## src/rtl/mlock_pkg.sv

```systemverilog
package mlock_pkg;

    typedef enum logic {
        PH_DRIVE = 1'b0,
        PH_STOP  = 1'b1
    } mlock_phase_e;

    // Per-cycle control decisions of the lock state machine
    typedef struct packed {
        logic hold_clr;  // detector held in its initial state
        logic lock_set;  // period limit reached this cycle
        logic lock_clr;  // quick Hall edge seen this cycle
    } mlock_ctl_t;

    function automatic int unsigned umax(input int unsigned a, input int unsigned b);
        return (a > b) ? a : b;
    endfunction

    // Bits needed to hold values 0..n
    function automatic int unsigned cnt_width(input int unsigned n);
        return (n < 2) ? 1 : $clog2(n + 1);
    endfunction

endpackage

```

## src/rtl/mlock_arm.sv

```systemverilog
module mlock_arm (
    input  logic clk,
    input  logic rst,
    input  logic cmd_run,
    input  logic cmd_off,
    output logic armed_q
);
    // Two-threshold hysteresis: off dominates, neither holds
    always_ff @(posedge clk) begin
        if (rst) begin
            armed_q <= 1'b0;
        end else if (cmd_off) begin
            armed_q <= 1'b0;
        end else if (cmd_run) begin
            armed_q <= 1'b1;
        end
    end
endmodule

```

## src/rtl/mlock_period_meter.sv

```systemverilog
module mlock_period_meter
    import mlock_pkg::*;
#(
    parameter int unsigned SLOW_MATCH_CYC  = 5000000,
    parameter int unsigned SLOW_OPPOSE_CYC = 1000000
) (
    input  logic clk,
    input  logic rst,
    input  logic clr,
    input  logic hall_edge,
    input  logic dir_match,
    output logic slow_reached,
    output logic edge_fast
);
    localparam int unsigned SAT = umax(SLOW_MATCH_CYC, SLOW_OPPOSE_CYC);
    localparam int unsigned W   = cnt_width(SAT);

    logic [W-1:0] per_cnt_q;
    logic [W-1:0] limit;

    // Limit picked by the current direction relation
    always_comb begin
        limit = dir_match ? W'(SLOW_MATCH_CYC) : W'(SLOW_OPPOSE_CYC);
    end

    // Clocks since last Hall edge, saturating at the larger limit
    always_ff @(posedge clk) begin
        if (rst || clr) begin
            per_cnt_q <= '0;
        end else if (hall_edge) begin
            per_cnt_q <= '0;
        end else if (per_cnt_q != W'(SAT)) begin
            per_cnt_q <= per_cnt_q + 1'b1;
        end
    end

    always_comb begin
        slow_reached = (per_cnt_q >= limit);
        edge_fast    = hall_edge && !slow_reached;
    end
endmodule

```

## src/rtl/mlock_cycle_timer.sv

```systemverilog
module mlock_cycle_timer
    import mlock_pkg::*;
#(
    parameter  int unsigned DRIVE_TICKS = 500,
    parameter  int unsigned STOP_TICKS  = 3000,
    localparam int unsigned TW          = cnt_width(umax(DRIVE_TICKS, STOP_TICKS) - 1)
) (
    input  logic              clk,
    input  logic              rst,
    input  logic              run,
    input  logic              osc_tick,
    output mlock_phase_e      phase_q,
    output logic [TW-1:0]     tick_q
);
    logic [TW-1:0] phase_last;
    logic          at_end;

    always_comb begin
        phase_last = (phase_q == PH_DRIVE) ? TW'(DRIVE_TICKS - 1) : TW'(STOP_TICKS - 1);
        at_end     = (tick_q == phase_last);
    end

    always_ff @(posedge clk) begin
        if (rst || !run) begin
            phase_q <= PH_DRIVE;
            tick_q  <= '0;
        end else if (osc_tick) begin
            if (at_end) begin
                phase_q <= (phase_q == PH_DRIVE) ? PH_STOP : PH_DRIVE;
                tick_q  <= '0;
            end else begin
                tick_q  <= tick_q + 1'b1;
            end
        end
    end
endmodule

```

## src/rtl/mlock_guard.sv

```systemverilog
module mlock_guard
    import mlock_pkg::*;
#(
    parameter  int unsigned SLOW_MATCH_CYC  = 5000000,
    parameter  int unsigned SLOW_OPPOSE_CYC = 1000000,
    parameter  int unsigned DRIVE_TICKS     = 500,
    parameter  int unsigned STOP_TICKS      = 3000,
    localparam int unsigned TW              = cnt_width(umax(DRIVE_TICKS, STOP_TICKS) - 1)
) (
    input  logic clk,
    input  logic rst,
    input  logic osc_tick,
    input  logic hall_edge,
    input  logic dir_match,
    input  logic cmd_run,
    input  logic cmd_off,
    input  logic tpin_open,
    input  logic tpin_gnd,
    output logic drive_en
);
    logic          armed_q;
    logic          lock_q;
    logic          slow_reached;
    logic          edge_fast;
    logic          timer_run;
    mlock_phase_e  phase_q;
    logic [TW-1:0] tick_cnt;
    mlock_ctl_t    ctl;

    mlock_arm u_arm (
        .clk     (clk),
        .rst     (rst),
        .cmd_run (cmd_run),
        .cmd_off (cmd_off),
        .armed_q (armed_q)
    );

    always_comb begin
        ctl.hold_clr = !armed_q || cmd_off || tpin_open || tpin_gnd;
        ctl.lock_clr = edge_fast;
        ctl.lock_set = slow_reached;
        timer_run    = lock_q && !ctl.hold_clr && !ctl.lock_clr;
    end

    mlock_period_meter #(
        .SLOW_MATCH_CYC  (SLOW_MATCH_CYC),
        .SLOW_OPPOSE_CYC (SLOW_OPPOSE_CYC)
    ) u_meter (
        .clk          (clk),
        .rst          (rst),
        .clr          (ctl.hold_clr),
        .hall_edge    (hall_edge),
        .dir_match    (dir_match),
        .slow_reached (slow_reached),
        .edge_fast    (edge_fast)
    );

    // Lock state: a quick edge wins over the limit test
    always_ff @(posedge clk) begin
        if (rst || ctl.hold_clr) begin
            lock_q <= 1'b0;
        end else if (ctl.lock_clr) begin
            lock_q <= 1'b0;
        end else if (ctl.lock_set) begin
            lock_q <= 1'b1;
        end
    end

    mlock_cycle_timer #(
        .DRIVE_TICKS (DRIVE_TICKS),
        .STOP_TICKS  (STOP_TICKS)
    ) u_timer (
        .clk      (clk),
        .rst      (rst),
        .run      (timer_run),
        .osc_tick (osc_tick),
        .phase_q  (phase_q),
        .tick_q   (tick_cnt)
    );

    // Pin flags act without a clock; open pin has top priority
    always_comb begin
        if (tpin_open) begin
            drive_en = 1'b0;
        end else if (tpin_gnd) begin
            drive_en = 1'b1;
        end else begin
            drive_en = !(lock_q && (phase_q == PH_STOP));
        end
    end
endmodule

```

## config.mk

```make
export PLATFORM = sky130hd
export DESIGN_NAME = mlock_guard
export DESIGN_NICKNAME = d
export VERILOG_FILES = /design/src/rtl/mlock_pkg.sv /design/src/rtl/mlock_arm.sv /design/src/rtl/mlock_period_meter.sv /design/src/rtl/mlock_cycle_timer.sv /design/src/rtl/mlock_guard.sv
export SDC_FILE = /design/constraint.sdc
export NUM_CORES = 1
export LEC_CHECK = 0
export ABC_AREA = 1
export CAP_MARGIN = 20
export CORE_MARGIN = 4
export CORE_UTILIZATION = 56
export CTS_CLUSTER_DIAMETER = 60
export CTS_CLUSTER_SIZE = 20
export DETAILED_ROUTE_END_ITERATION = 7
export PLACE_DENSITY = 0.78
export SLEW_MARGIN = 20
export SYNTH_ARGS = -nofsm -noshare
export SYNTH_HDL_FRONTEND = slang
export SYNTH_SLANG_ARGS = --single-unit
export TNS_END_PERCENT = 100
```

## constraint.sdc

```tcl
create_clock -name clk -period 2.1 [get_ports clk]
set_clock_uncertainty 0.05 [all_clocks]
set_input_delay 0.42 -clock clk [delete_from_list [all_inputs] [get_ports clk]]
set_output_delay 0.42 -clock clk [all_outputs]
set_load 0.05 [all_outputs]
```

======== Yosys cells after proc, flatten, opt, wreduce, memory -nomap -nowiden ========
Cells that the tools add are included.
Widths: inputs -> output; s select.
word-level totals
  bits in registers ....................... 38
  input port bits ......................... 9
  output and inout bits ................... 1
  logic and storage cells ................. 35
cells by class
  add/sub/neg operators ................... 2
  $lt $le $gt $ge ......................... 1
  equal/unequal tests ..................... 2
  mux-type cells .......................... 6
  reduce and logical (&&, ||, !) cells .... 19
operator list
  operator               number
  $mux 12                2
  $add 23x1->23 const B  1
  $ge 23x23->1           1
  $mux 23                1
  $ne 23x23->1 const B   1
  $add 12x1->12 const B  1
  $eq 12x12->1           1
  $logic_not 1->1        6
  $reduce_or 2->1        3
  $logic_or 1x1->1       5
  $logic_and 1x1->1      4
  $mux 1                 3
  $reduce_and 2->1       1

======== Depth between registers and ports, before layout ========
  depth in word-level cells ............... 9
  gate-level depth with buffers ........... 13
  mapped depth without buffers ............ 12

======== Modules after synthesis ========
Synthesis repeated with hierarchy kept, for this count alone.
second synthesis, totals
  cell total of the unflattened synthesis .. 376
  area, all modules ....................... 2402.3 um2
modules (own cells, without submodules)
  module              times used  cells each  area each (um2)  seq. area each (um2)
  mlock_period_meter  1           247         1539.0           460.4
  mlock_cycle_timer   1           106         742.0            260.2
  mlock_guard         1           17          82.6             20.0
  mlock_arm           1           6           38.8             20.0

======== Worst setup path before layout ========
OpenSTA, ideal clock, no wires.
  path kind ............................... input to output
  from .................................... input tpin_gnd
  to ...................................... output drive_en
  data arrival time ....................... 1.232 ns
  data required time ...................... 1.630 ns
  path slack .............................. 0.398 ns
  cell stages on the path ................. 2
  path buffers ............................ 0
  cells stage by stage .................... inv_1 > a31oi_1
on the way
  cells in the longest elaborated chain, start to end .. 2
ends and longest elaborated chain
  item             line               text
  start, declared  mlock_guard.sv:18  input logic tpin_gnd,
  $mux 1           mlock_guard.sv:85  end else if (tpin_gnd) begin
  $mux 1           mlock_guard.sv:83  if (tpin_open) begin
  end, declared    mlock_guard.sv:19  output logic drive_en
Every way passes these cells.

======== Final worst setup path ========
Same ends and word-level chain as after synthesis.

==> metrics.cfg <==
[power_and_ir_drop]
p_total_uw=1310
peakVddDrop_mv=0.409
cellPowerDensity_nw_per_um2=489
leakagePower_uw=0.00102

[synth]
syn_nets=346
avgSynthCellArea_um2=7.15
synth_edf_count=0
ys_warn_count=0
syn_inst=329
synthDistinctLibCells=34
yosysSeqAreaShare_pct=32.3
synthFlopType=dfxtp_1
netlist_area_um2=2350
async_flop_share_pct=0
ys_ff_latch=38

[place]
place_hpwl_um=3820
place_congestion=0.920
io_buffers=9
preCtsSetupSlack_ps=-267

[hold_path]
min-delay-start=u_meter.per_cnt_q[12]
hold_path_class=reg -> reg
worst_hold_path.endpoint=u_meter.per_cnt_q[12]
min_path_cells=2

[critical_path]
crit_path_max_incr_delay_ps=460
cp_slowest_cell=clkdlybuf4s50_1
regToRegSetupSlack_ps=380
critPathKind=in -> out
cp_data_arrival_time_ps=1340
rr_endpoint=u_timer.tick_q[7]
worst-path-buf-inv=3
path_cells=clkdlybuf4s50_1 > inv_1 > a31oi_1 > buf_12
crit_path_end_kind=output pin
cp_top_family=buffers and inverters
r2r_start=u_meter.per_cnt_q[17]
r2r_cells=10
start_kind=primary input
cp_max_fo=2
crit_required_ps=1630

[timing]
period_needed_ps=1810
tightest_slew_ps=368
fin_crit_sh_pct=86.0
maxSlewViolCount=0
fmax_mhz=554
setup_viol=0
hold_viol=0
relSlewSlack_pct=75.3
rsz0062_at_grt=false
fin_ws_ps=295

[cts]
cts_buffers=5
path_clk_slew_ps=70
cts_max_level=2
clock_path_buffers=2
cts_tree=done
clk_latency_ps=300
clockRootBuffer=clkbuf_8
clock_sinks=38

[floorplanning]
rows=23
io_pins=10
core_area_um2=4030
die_area_um2=5300
die_w_um=72.8
die_height_um=72.8
start_util_pct=58.4

[grt]
gr-usage-all-layers_pct=20.0
antenna_found_initial=0
grt_pass1_wl_um=8360
grt_max_degree=14
grt_pass1_vias=1919
grt.overflow.total=0

[routing]
vias=2108
first_pass_iters=4
postRouteAntennaNets=0
post-route-drc-count=0
wirelength_um=4960
drt-initial-drc-count=130
vias_per_cell=5.24
avgRoutedWirePerCell_um=12.3

[finish]
nets=368
area_delta_synth_final_pct=13.6
diodes=0
fillers=359
layout-drive-gt1-share_pct=19.0

[flow_run]
maxCapViolations=0

[outcome]
status=complete, no violations

metal layers:
metal | track usage, % | share of wire [%] | up-vias
met4 | 4.71 | 1.1 | 0
met3 | 5.51 | 6.2 | 7
met2 | 31.3 | 44 | 45
met5 | 0 | 0 | -
li1 | - | - | 1114
met1 | 27.5 | 48 | 942
where the power goes:
part | internal (uW) | switching [uW]
registers | 721 | 0.479
clock network | 264 | 272
logic | 26.4 | 23.9
kinds of logic after synthesis:
kind of cell | share of synthesized area [%]
flip-flops | 32.3
AND/OR/NAND/NOR | 44.9
AO/OA/AOI/OAI | 8.67
adder cells (fa/ha/maj) | 4.25
XOR/XNOR | 1.49
buffers and inverters | 8.35
synth_stat cells, types with 2 or more instances:
cell type,number,area [um^2]
inv_2,6,22.5
a31oi_1,3,18.8
a21oi_1,17,85.1
nor2_1,35,131
nor3_2,2,20.0
inv_1,36,135
nor3_1,14,70.1
o21ai_0,11,55.1
xor2_1,4,35.0
nand2_2,7,43.8
nand3_1,25,125
nand4_1,2,12.5
nor2_2,9,56.3
nor2_4,14,158
nand3_2,3,30.0
dfxtp_1,38,761
o21a_1,2,15.0
o21ai_1,3,15.0
nand2_1,73,274
nand2_4,2,22.5
ha_1,8,100
nand3b_1,3,22.5
worst max-delay path by stage:
stage                                startpoint                  to  slack (ps)  depth (start not counted)
after global routing      u_meter.per_cnt_q[17]  u_timer.tick_q[11]         200                         10
after global placement                dir_match   u_timer.tick_q[0]        -210                         13
after floorplan                        tpin_gnd            drive_en         400                          2
after detailed placement              dir_match   u_timer.tick_q[0]        -270                         13
after CTS                             dir_match   u_timer.tick_q[0]          20                         11
final                                  tpin_gnd            drive_en         290                          4
layout by cell type, fill, tap and decap left out, types with 4 or more instances in the layout:
master           count
nand2_2              7
nor2_1              35
xor2_1               4
dfxtp_1             38
ha_1                 8
nand3_1             25
clkbuf_8             6
o21ai_0             11
clkdlybuf4s50_1      7
inv_2                7
nand2_1             73
nor3_1              14
nor2_4              14
nor2_2               9
a21oi_1             17
inv_1               35
buf_4                7
repair_timing:
action	4_1_cts	5_1_grt
endpoints found under the hold margin	0	0
endpoints found under the setup margin	0	13
gates resized for setup	0	2
hold buffers	0	0
buffers inserted	0	1
per-stage QoR:
stage | instances | hold slack [ps] | cell area, um^2 | setup TNS (ps) | util (%)
6_report | 402 | 440 | 2670 | 0 | 66.3
5_1_grt | 402 | 457 | 2670 | 0 | 66.3
3_5_place_dp | 392 | 418 | 2530 | -3280 | 62.8
4_1_cts | 400 | 432 | 2630 | 0 | 65.2
3_3_place_gp | 392 | 416 | 2530 | -2580 | 62.8
2_1_floorplan | 329 | 393 | 2350 | 0 | -
tightest hold or removal path: cells and delay by family (launching register included):
kind | cells | cell delay (ps)
flops | 1 | 320
compound gates | 1 | 60
buf+inv | 1 | 70
layout make-up:
| cell class | instances | area, um^2 | area share, % |
|---|---|---|---|
| clock buffers | 6 | 82.6 | 3.09 |
| clock inverters | 2 | 12.5 | 0.468 |
| inverters | 42 | 158 | 5.90 |
| multi-input cells | 246 | 1400 | 52.2 |
| flip-flops and latches | 38 | 761 | 28.5 |
| well taps | 50 | 62.6 | 2.34 |
| repair buffers | 18 | 200 | 7.49 |
registers in the layout (all words and copies together), names as in the netlist:
signal and count:
lock_q 1, u_arm.armed_q 1, u_timer.tick_q 12, u_timer.phase_q 1, u_meter.per_cnt_q 23
Note: power is estimated with default switching activity, not from simulation.
